===== src/rtl/aperture_remap.sv =====
module aperture_remap #(
  parameter logic [31:0] APER_BASE   = 32'h4000_0000,
  parameter int          NUM_ENTRIES = 16
) (
  input  logic        clk,
  input  logic        rst_n,
  input  logic        reg_wr,
  input  logic [3:0]  reg_addr,
  input  logic [31:0] reg_wdata,
  output logic [31:0] reg_rdata,
  input  logic        xl_req,
  input  logic [31:0] xl_addr,
  output logic        xl_valid,
  output logic        xl_fault,
  output logic [31:0] xl_paddr
);
  localparam int          PG_SH      = 12;
  localparam int          FRAME_W    = 31 - PG_SH;
  localparam int          IDX_W      = (NUM_ENTRIES > 1) ? $clog2(NUM_ENTRIES) : 1;
  localparam logic [32:0] APER_BYTES = 33'(NUM_ENTRIES) << PG_SH;
  localparam logic [3:0]  OFS_CTRL   = 4'h0;
  localparam logic [3:0]  OFS_SEL    = 4'h4;
  localparam logic [3:0]  OFS_DATA   = 4'h8;

  logic                enable;
  logic [31:0]         page_sel;
  logic                ent_v [NUM_ENTRIES];
  logic [FRAME_W-1:0]  ent_f [NUM_ENTRIES];

  function automatic logic in_window(input logic [31:0] a);
    return (a >= APER_BASE) && (({1'b0, a} - {1'b0, APER_BASE}) < APER_BYTES);
  endfunction

  function automatic logic [IDX_W-1:0] page_index(input logic [31:0] a);
    logic [31:0] d;
    d = a - APER_BASE;
    return d[PG_SH +: IDX_W];
  endfunction

  wire              sel_hit = in_window(page_sel);
  wire [IDX_W-1:0]  sel_idx = page_index(page_sel);
  wire              req_hit = in_window(xl_addr);
  wire [IDX_W-1:0]  req_idx = page_index(xl_addr);

  always_ff @(posedge clk) begin
    if (!rst_n) begin
      enable   <= 1'b0;
      page_sel <= '0;
    end else if (reg_wr) begin
      if (reg_addr == OFS_CTRL) enable   <= reg_wdata[0];
      if (reg_addr == OFS_SEL)  page_sel <= reg_wdata;
    end
  end

  always_ff @(posedge clk) begin
    if (!rst_n) begin
      for (int i = 0; i < NUM_ENTRIES; i++) begin
        ent_v[i] <= 1'b0;
        ent_f[i] <= '0;
      end
    end else if (reg_wr && reg_addr == OFS_DATA && sel_hit) begin
      ent_v[sel_idx] <= reg_wdata[31];
      ent_f[sel_idx] <= reg_wdata[30:PG_SH];
    end
  end

  always_comb begin
    reg_rdata = '0;
    case (reg_addr)
      OFS_CTRL: reg_rdata = {31'b0, enable};
      OFS_SEL:  reg_rdata = page_sel;
      OFS_DATA: if (sel_hit) reg_rdata = {ent_v[sel_idx], ent_f[sel_idx], {PG_SH{1'b0}}};
      default:  reg_rdata = '0;
    endcase
  end

  wire req_fault = !enable || !req_hit || !ent_v[req_idx];

  always_ff @(posedge clk) begin
    if (!rst_n) begin
      xl_valid <= 1'b0;
      xl_fault <= 1'b0;
      xl_paddr <= '0;
    end else begin
      xl_valid <= xl_req;
      if (xl_req) begin
        xl_fault <= req_fault;
        xl_paddr <= req_fault ? 32'h0 : {1'b0, ent_f[req_idx], xl_addr[PG_SH-1:0]};
      end
    end
  end

  assert_valid_follows_req_R5: assert property (@(posedge clk) disable iff (!rst_n)
    xl_req |=> xl_valid);
  assert_no_spurious_valid_R5: assert property (@(posedge clk) disable iff (!rst_n)
    !xl_req |=> !xl_valid);
  assert_fault_disabled_R7: assert property (@(posedge clk) disable iff (!rst_n)
    (xl_req && !enable) |=> xl_fault);
  assert_fault_outside_R8: assert property (@(posedge clk) disable iff (!rst_n)
    (xl_req && !req_hit) |=> (xl_fault && xl_paddr == 32'h0));
  assert_offset_kept_R6: assert property (@(posedge clk) disable iff (!rst_n)
    (xl_req && !req_fault) |=> (!xl_fault && xl_paddr[PG_SH-1:0] == $past(xl_addr[PG_SH-1:0])));
endmodule


===== config.mk =====
export PLATFORM = sky130hd
export DESIGN_NAME = aperture_remap
export DESIGN_NICKNAME = d
export VERILOG_FILES = /design/src/rtl/aperture_remap.sv
export SDC_FILE = /design/constraint.sdc
export NUM_CORES = 1
export LEC_CHECK = 0
export BUFFER_PORTS_ARGS = -buffer_cell sky130_fd_sc_hd__buf_4
export CAP_MARGIN = 20
export CORE_MARGIN = 2
export CORE_UTILIZATION = 58
export CTS_BUF_LIST = sky130_fd_sc_hd__clkbuf_8
export DETAILED_ROUTE_END_ITERATION = 12
export PLACE_DENSITY = 0.77
export SLEW_MARGIN = 20
export SYNTH_ARGS = -nofsm -noshare
export SYNTH_HDL_FRONTEND = slang
export SYNTH_SLANG_ARGS = --single-unit

===== constraint.sdc =====
create_clock -name clk -period 4.45 [get_ports clk]
set_input_delay 0 -clock clk [delete_from_list [all_inputs] [get_ports clk]]
set_output_delay 0 -clock clk [all_outputs]
set_load 0.005 [all_outputs]

* Word-level counts from Yosys, hierarchy flattened
Memory sizes are Yosys's and may differ from the RTL's.
Cells that the tools add are included.
** Word-level totals
- Bits in registers :: 67
- Bits in writable memories :: 320
- Input port bits :: 72
- Word-level logic and storage cells :: 44
- Memories kept :: 2
** Operators by class
- $add $sub $neg :: 4
- Order comparisons :: 4
- Equal/unequal tests :: 2
- Mux-type cells :: 13
- Reduce and logical (&&, ||, !) cells :: 14
** Memories
- ent_f :: depth 16, bits a word 19, rd ports 2, clocked after memory_dff 0, write ports 16, RTL line 28 : logic [FRAME_W-1:0] ent_f [NUM_ENTRIES];
- ent_v :: depth 16, bits a word 1, rd ports 2, clocked after memory_dff 0, write ports 16, RTL line 27 : logic ent_v [NUM_ENTRIES];
** Operator list (count)
- one-hot mux 32 bit (3 select lines) :: 1
- < comparator 33 x 17 -> 1 bit (second input constant) :: 2
- subtractor 32 x 31 -> 33 bit (second input constant) :: 2
- >= comparator 32 x 31 -> 1 bit (second input constant) :: 2
- 2-to-1 mux 32 bit :: 1
- subtractor 16 x 1 -> 16 bit (second input constant) :: 2
- 2-to-1 mux 31 bit :: 1
- 2-to-1 mux 19 bit :: 1
- OR reduction 19 bit :: 1
- 2-to-1 mux 4 bit :: 2
- 2-to-1 mux 1 bit :: 7
- == test 4 x 3 -> 1 bit (second input constant) :: 1
- == test 4 bit (second input constant) :: 1
- logical AND 1 bit :: 4
- zero test 4 bit :: 1
- AND reduction 2 bit :: 2
- zero test 1 bit :: 3
- logical OR 1 bit :: 2
- OR reduction 1 bit :: 1

* Logic depth before layout (Yosys ltp)
Gate-level depths: netlist of the first run.
- Word-level depth :: 9
- Gate-level depth with buffers :: 9
- Gate-level depth less buffers :: 6

* Worst setup path after synthesis of the first run
No wires, ideal clock.
- Kind :: reg2reg
- Start :: reg page_sel[30]
- End :: mem ent_f[7][0] (netlist bit) (enable)
- Arrival time :: 2.098 ns
- Required time :: 4.074 ns
- Path slack :: 1.976 ns
- Stages on the path, launching flop included :: 9
- Buffers on the path :: 2
- Cells stage by stage :: dfxtp_1 -> inv_1 -> ha_1 -> nand4b_1 -> nor3_1 -> buf_2 -> buf_2 -> nand4_1 -> nand2_1
** RTL lines
- from (decl) :: RTL line 26 : logic [31:0] page_sel;
- from (signal assigned) :: RTL line 51 : if (reg_addr == OFS_SEL) page_sel <= reg_wdata;
- to (decl) :: RTL line 28

==> results of run 1 <==
## flip-flops by register name, summed over array words and instances (netlist names), named ones only
signal	count
xl_paddr	31
enable	1
xl_valid	1
page_sel	32
ent_f	304
xl_fault	1
ent_v	16
## timing repair
item                                    4_1_cts  5_1_grt
gates resized for setup                       0        0
endpoints found under the setup margin        0        0
hold endpoints to repair                    392        0
hold buffers                                 61        0
## layout by cell type, fill, tap and decap left out, types with 17 or more instances in the layout
master	n
mux4_2	147
a32o_1	20
dfxtp_1	83
nand2_1	207
a21boi_0	32
clkinv_1	17
edfxtp_1	304
mux2i_1	21
inv_1	47
o21ai_1	18
mux4_1	52
nor2_1	309
clkbuf_8	59
and3_1	17
nand4_1	17
buf_4	174
dlygate4sd3_1	61
## worst max-delay path, delay by kind of cell (launching register included)
kind,cells,cell delay (ns)
DFF,1,0.80
buffers and inverters,2,0.50
muxes,2,1.16
AOI/OAI and AO/OA,1,0.35
## how the worst min path moves through the flow
stage | slack, ns | endpoint | cells past startpoint | from
final | 0.04 | xl_paddr[16] | 4 | xl_addr[16]
after global routing | 0.09 | xl_paddr[17] | 4 | xl_addr[16]
after CTS | 0.04 | xl_paddr[13] | 4 | xl_addr[16]
after detailed placement | 0.27 | xl_valid | 2 | xl_req
after global placement | 0.27 | xl_valid | 2 | xl_req
after floorplan | 0.14 | reg_rdata[9] | 1 | reg_addr[2]
## cells by family after synthesis
logic type	share of synthesized area
and+or+nand+nor	0.123
buffers and inverters	0.0386
other	0.000192
muxes	0.250
DFF	0.555
adders and majority gates	0.00256
AOI/OAI and AO/OA	0.0315
## per-layer routing
layer,track usage,share of wire,vias to the layer above
met5,0,0,-
met4,0.157,0.053,0
met2,0.528,0.46,1301
met1,0.453,0.35,6973
li1,-,-,5845
met3,0.0848,0.14,227
## stage by stage
step	util	cell area [sq um]	total power, mW	cells	setup WS (ns)
5_1_grt	0.685	22800	7.89	2128	0.908
2_1_floorplan	-	19600	4.47	1449	1.98
3_5_place_dp	0.630	21000	4.73	1958	1.37
4_1_cts	0.684	22800	7.69	2127	0.976
6_report	0.685	22800	7.71	2128	0.944
3_3_place_gp	0.630	21000	4.72	1958	1.43
## cell type report
cell class                      instances  share of cell area
Sequential cell                       390               0.475
Multi-Input combinational cell        902               0.351
Timing Repair Buffer                  244              0.0921
Clock buffer                           59              0.0355
Tap cell                              448              0.0245
Clock inverter                         49              0.0160
Inverter                               36             0.00591
## power groups by stage
stage               sequential (mW)  combinational (mW)  clock, mW
global route                   4.08               0.653       3.15
finish                         4.08               0.630       3.01
floorplan                      4.12               0.350          0
detailed placement             4.15               0.575          0
global placement               4.15               0.570          0
CTS                            4.08               0.613       3.00
==> qor_table.md, run 1 <==
| Metric | This run |
| --- | --- |
| Max-capacitance violation count | 0 |
| FILL cells | 2265 |
| DR vias/cell | 6.74 |
| Fraction of registers with async set/reset | 0 |
| Placeable core region | 0.0334 sq mm |
| Antenna Nets Post-Route | 0 |
| Count of distinct cell types in the synthesized netlist | 35 |
| Wire length of the first global-routing pass | 87.8 mm |
| Most common cell in the netlist | nor2_1 |
| Worst R2R Start | page_sel[22] |
| TritonCTS clock tree | built |
| Achievable clock frequency | 285 MHz |
| Total nets after synthesis | 1525 |
| Seq. cell area | 0.0109 sq mm |
| Setup slack on the worst flop-to-flop path | 1.26 ns |
| Hold Slack | 0.0372 ns |
| Clk sink count | 390 |
| Total vias in the final route | 14300 |
| Net count reported at finish | 1708 |
| Combined area of the multi-input logic cells | 0.00801 sq mm |
| Capturing point of the worst reg2reg path | ent_f[9][10] |
| Cell depth of the worst flop-to-flop path | 7 |
| Die H | 188 um |
| Gate Count Post-Synth | 1449 |
| Internal Pwr Total | 5.89 mW |
| Number of setup buffers added after CTS | 0 |
| Leakage power summed over all cells | 8.25 nW |
| Pins over their slew limit | 0 |
| Most frequently used flop master after synthesis | edfxtp_1 |
| Endpoint of the most critical setup path | reg_rdata[24] |
| Proportion of total power due to net switching | 0.236 |
| Iteration count of the initial detailed-routing pass | 5 |
| Ordered cell list for the critical path | buf_12, mux4_1, mux4_2, a32o_1, buf_4 |
| RSZ-0062 raised after global routing | false |
| Clock buffers created by TritonCTS | 58 |
| Portion of the clock cycle consumed by the worst path in the final layout | 0.788 |
| Count of synthesis-stage warnings from yosys | 0 |
| Arrival time of the worst setup path | 3.51 ns |
| Total wirelength of the detailed-routed design | 58.9 mm |
| Synth top cells by count | nor2_1, edfxtp_1, nand2_1 |
| DIE AREA | 0.0352 sq mm |
| Number of antenna violations at the first check in global routing | 0 |
| Global route total overflow | 0 |
| Initial Utilization | 0.586 |
| Number of synthesized register bits | 390 |
| Setup violations, final | 0 |
| Port-buffer cells | 136 |
| Net switching power | 1.82 mW |
| Final Critical Period | 3.51 ns |
| Area growth, synth to finish | 16.8% |
| Slew of the pin with the lowest slew margin | 1.06 ns |
| Clock root buffer | clkbuf_8 |
| Clock-pin slew on the worst setup and hold paths | 0.07 ns |
| Pwr dens | 338 mW/mm^2 |
| Post-synthesis area per instance | 13.5 sq um |
| Worst hold path class | input port to register |
| Source-to-sink clock delay at the later pin of the worst-skew pair | 0.64 ns |
| Portion of the post-synthesis area used by sequential elements | 0.555 |
| Average wire per standard cell | 27.7 um |
| Remaining design rule violation count | 0 |
| Worst IR Drop VDD | 0.255 mV |
| Combined global-route utilization of all metal layers | 0.338 |
| Pin count of the biggest net entering global routing | 81 |
| Comb pwr share | 0.082 |
| Final antenna diode count | 0 |
| Site row count | 67 |
| Maximum clock skew at final layout | 0.0249 ns |
| Top cell type's share of synthesized area | 0.467 |
| Weighted congestion at the end of routability-driven global placement | 0.877 |
| I/O pin count | 138 |
| Required arrival time at the worst endpoint | 4.45 ns |
| Number of hold violations in the final report | 0 |
| Clock network fraction of design power | 0.390 |
| Share of total power in sequential cells | 0.529 |
| Die extent in x | 188 um |
| Via count of the first global-routing pass | 14300 |
| Category of the worst setup path capture point | primary output |
| Worst path max stage delay | 0.80 ns |
| Outcome | finished clean |
| CTS H-tree lvls | 2 |
| WS Path Type | register to primary output |
| Cell taking the most area after synthesis | edfxtp_1 |
| Headroom to the max-slew limit | 0.293 |
| Final-layout setup total negative slack | 0 ns |
| Proportion of layout cells with a drive suffix above 1 | 0.252 |
| Dominant cells by area after synthesis | edfxtp_1, mux4_2, dfxtp_1 |
| Slowest cell on the critical path | dfxtp_4 |
| Post-Synthesis Cell Area | 0.0196 sq mm |
| Number of enable-type register cells in the synthesized netlist | 304 |
| Critical Path Start Type | register |
| Initial drt markers | 2034 |
| Post-detail-place hpwl | 36.9 mm |
| Critical-path maximum fanout | 36 |
| Number of buffers between clock root and the deepest sink | 3 |
Note: power is estimated with default switching activity, not from simulation.
==> run 2: changes to the inputs <==
--- a/config.mk
+++ b/config.mk
@@ -5,13 +5,14 @@
 export SDC_FILE = /design/constraint.sdc
 export NUM_CORES = 1
 export LEC_CHECK = 0
+export ABC_AREA = 1
 export BUFFER_PORTS_ARGS = -buffer_cell sky130_fd_sc_hd__buf_4
 export CAP_MARGIN = 20
 export CORE_MARGIN = 2
-export CORE_UTILIZATION = 58
+export CORE_UTILIZATION = 57
 export CTS_BUF_LIST = sky130_fd_sc_hd__clkbuf_8
 export DETAILED_ROUTE_END_ITERATION = 12
-export PLACE_DENSITY = 0.77
+export PLACE_DENSITY = 0.79
 export SLEW_MARGIN = 20
 export SYNTH_ARGS = -nofsm -noshare
 export SYNTH_HDL_FRONTEND = slang
==> constraint.sdc (replaced) <==
create_clock -name clk -period 3 [get_ports clk]
set_input_delay 0 -clock clk [delete_from_list [all_inputs] [get_ports clk]]
set_output_delay 0 -clock clk [all_outputs]
set_load 0.005 [all_outputs]
==> run 2 against run 1 <==
Net effect:
- clock-buffer cell count increased by 18
- design area increased by 5.5%
- combinational power increased by 100%
- power increased by 56%
- clock skew increased by 0.0071 ns
- non-clock buffer count increased by 23
- critical path type unchanged
- wire length increased by 19%
- critical path depth increased by 5
- highest routed layer is now met5
==> qor_table.md, run 2 <==
| Metric | This run | Delta |
| --- | --- | --- |
| Iteration count of the initial detailed-routing pass | 6 | +1 |
| Headroom to the max-slew limit | 0.374 | +0.0812 |
| Number of synthesized register bits | 390 | unchanged |
| Synth top cells by count | nor2_1, nand2_1, edfxtp_1 |  |
| Weighted congestion at the end of routability-driven global placement | 0.926 | +5.7% |
| Critical-path maximum fanout | 20 | -44% |
| Die H | 197 um | +4.7% |
| Total nets after synthesis | 2671 | +75% |
| Initial Utilization | 0.579 | -0.00775 |
| Initial drt markers | 3164 | +56% |
| Top cell type's share of synthesized area | 0.432 | -0.0346 |
| DR vias/cell | 6.14 | -8.9% |
| Placeable core region | 0.0365 sq mm | +9.5% |
| Die extent in x | 197 um | +4.7% |
| Clock root buffer | clkbuf_8 |  |
| Final antenna diode count | 0 | unchanged |
| Most common cell after layout, fill and taps aside | nor2_1 |  |
| Clock-pin slew on the worst setup and hold paths | 0.06 ns | about the same |
| Most frequent cells in the layout | nor2_1, nand2_1, edfxtp_1, o21ai_0, a21oi_1 |  |
| Final design utilization | 0.660 | -0.0245 |
| Flip-flop count of the largest register, all copies and words added | 304 | unchanged |
| Critical Path Start Type | register |  |
| Number of antenna violations at the first check in global routing | 2 | +2 |
| Number of enable-type register cells in the synthesized netlist | 304 | unchanged |
| Fraction of registers with async set/reset | 0 | unchanged |
| Proportion of layout cells with a drive suffix above 1 | 0.125 | -0.128 |
| Site row count | 70 | +4.5% |
| Largest Register | ent_f |  |
| Number of hold violations in the final report | 0 | unchanged |
| Total wirelength of the detailed-routed design | 70.2 mm | +19% |
| Count of synthesis-stage warnings from yosys | 0 | unchanged |
| Maximum clock skew at final layout | 0.0320 ns | +0.00713 ns |
| Port-buffer cells | 136 | unchanged |
| Via count of the first global-routing pass | 19100 | +34% |
| Clock buffers created by TritonCTS | 66 | +14% |
| Final-layout setup total negative slack | 0 ns | unchanged |
| TritonCTS clock tree | built |  |
| Antenna Nets Post-Route | 0 | unchanged |
| Remaining design rule violation count | 0 | unchanged |
| Pin count of the biggest net entering global routing | 139 | +72% |
| CTS H-tree lvls | 3 | +1 |
| Most common cell in the netlist | nor2_1 |  |
| Portion of the clock cycle consumed by the worst path in the final layout | 0.946 |  |
| Setup violations, final | 0 | unchanged |
| Gate Count Post-Synth | 2595 | +79% |
| Wire length of the first global-routing pass | 106 mm | +21% |
| Post-Synthesis Cell Area | 0.0211 sq mm | +8.0% |
| Required arrival time at the worst endpoint | 3.00 ns | -1.45 ns |
| Cell taking the most area after synthesis | edfxtp_1 |  |
| Achievable clock frequency | 352 MHz |  |
| Dominant cells by area after synthesis | edfxtp_1, dfxtp_1, nor2_1 |  |
| Area growth, synth to finish | 14.1% |  |
| Most frequently used flop master after synthesis | edfxtp_1 |  |
| Arrival time of the worst setup path | 2.84 ns | -0.67 ns |
| Global route total overflow | 0 | unchanged |
| Portion of the post-synthesis area used by sequential elements | 0.513 | -0.0412 |
| Post-detail-place hpwl | 43.0 mm | +17% |
| Max-capacitance violation count | 0 | unchanged |
| Fin cells | 3239 | +52% |
| RSZ-0062 raised after global routing | false |  |
| Source-to-sink clock delay at the later pin of the worst-skew pair | 0.61 ns | -0.03 ns |
| Post-synthesis area per instance | 8.15 sq um | -40% |
| Outcome | finished clean |  |
| Category of the worst setup path capture point | primary output |  |
| Total chip power | 12.0 mW | +56% |
| DIE AREA | 0.0386 sq mm | +9.7% |
| Leakage power summed over all cells | 9.96 nW | +21% |
| Net count reported at finish | 2794 | +64% |
| WS Path Type | register to primary output |  |
| Placed insts | 3057 | +56% |
| Slew of the pin with the lowest slew margin | 0.938 ns | -0.123 ns |
| Worst hold path class | input port to register |  |
| Clk sink count | 390 | unchanged |
| Final Critical Period | 2.84 ns |  |
| Pins over their slew limit | 0 | unchanged |
| Total vias in the final route | 19900 | +39% |
| Number of buffers between clock root and the deepest sink | 3 | unchanged |
| Largest registers | ent_f: 304 flops, page_sel: 32 flops, xl_paddr: 31 flops |  |
| Worst IR Drop VDD | 0.311 mV | +22% |
| Count of distinct cell types in the synthesized netlist | 39 | +11% |
| Average wire per standard cell | 21.7 um | -22% |
| I/O pin count | 138 | unchanged |
| Pwr dens | 499 mW/mm^2 | +48% |
| Combined global-route utilization of all metal layers | 0.360 | +0.0215 |
run 2: changes by cell type after synthesis, sizes merged, moves of 15 or more:
cell	change
a21boi	-32
a21oi	+252
a32o	-20
and3	-17
buf	+88
inv	+190
mux4	-199
nand2	+228
nand3	+199
nor2	+167
o211ai	+39
o21ai	+254
o22ai	+15
run 2: layer usage:
metal  track usage  vias up  routed length (um)
li1              -     8921                   -
met1         0.468     9183               25200
met2         0.559     1514               31600
met3        0.0871      275                9570
met4         0.194        2                3770
met5             0        -                  13
run 2: kinds of logic after synthesis:
logic type	after synthesis	synth area share
AO/OA/AOI/OAI	593	0.146
adder cells (fa/ha/maj)	4	0.00237
buffers and inverters	441	0.0972
flip-flops	390	0.513
multiplexers	13	0.00616
other	1	0.000177
AND/OR/NAND/NOR	1153	0.235
run 2: final cells by class:
| type | instances | area, sq um |
|---|---|---|
| well taps | 468 | 586 |
| fillers | 2821 | 12400 |
| repair buffers | 267 | 2290 |
| inverters | 229 | 868 |
| clock inverters | 44 | 223 |
| clock buffers | 77 | 1060 |
| flip-flops and latches | 390 | 10900 |
| multi-input cells | 1764 | 8230 |
run 2: through the flow:
stage	cell area (sq um)	hold WS (ns)	worst slack (ns)
after floorplan	21100	0.140	0.615
after global placement	22200	0.262	0.636
after detailed placement	22200	0.281	0.589
final	24100	0.0883	0.161
after CTS	24100	0.0372	0.126
after global routing	24100	0.102	0.0163
run 2: repair_timing:
action | CTS | global route
hold buffers | 61 | 0
resized for setup | 0 | 2
endpoints found under the hold margin | 75 | 0
setup endpoints to repair | 0 | 3
buffers inserted | 0 | 0
run 2: path summary, 6_finish.rpt:
path / cells past startpoint / endpoint / slack (ns) / startpoint
worst max-delay path: 10 / reg_rdata[14] / 0.16 / page_sel[30]
worst min-delay path: 4 / page_sel[20] / 0.09 / reg_wr
worst max register to register: 9 / xl_paddr[7] / 0.48 / enable
worst min register to register: 2 / xl_paddr[19] / 0.47 / xl_paddr[19]
run 2: report_power, final:
| part | internal (mW) | switching, mW |
|---|---|---|
| clock network | 2.44 | 2.27 |
| registers | 5.96 | 0.0819 |
| logic | 0.393 | 0.895 |
run 2: worst max-delay path, stage by stage (launching register included):
cell	delay [ns]
dfxtp_1	0.38
inv_1	0.07
ha_1	0.27
nand4_1	0.09
nor2_1	0.11
and2_1	0.29
buf_6	0.24
nand3b_1	0.10
buf_4	0.23
o22ai_1	0.28
buf_4	0.18
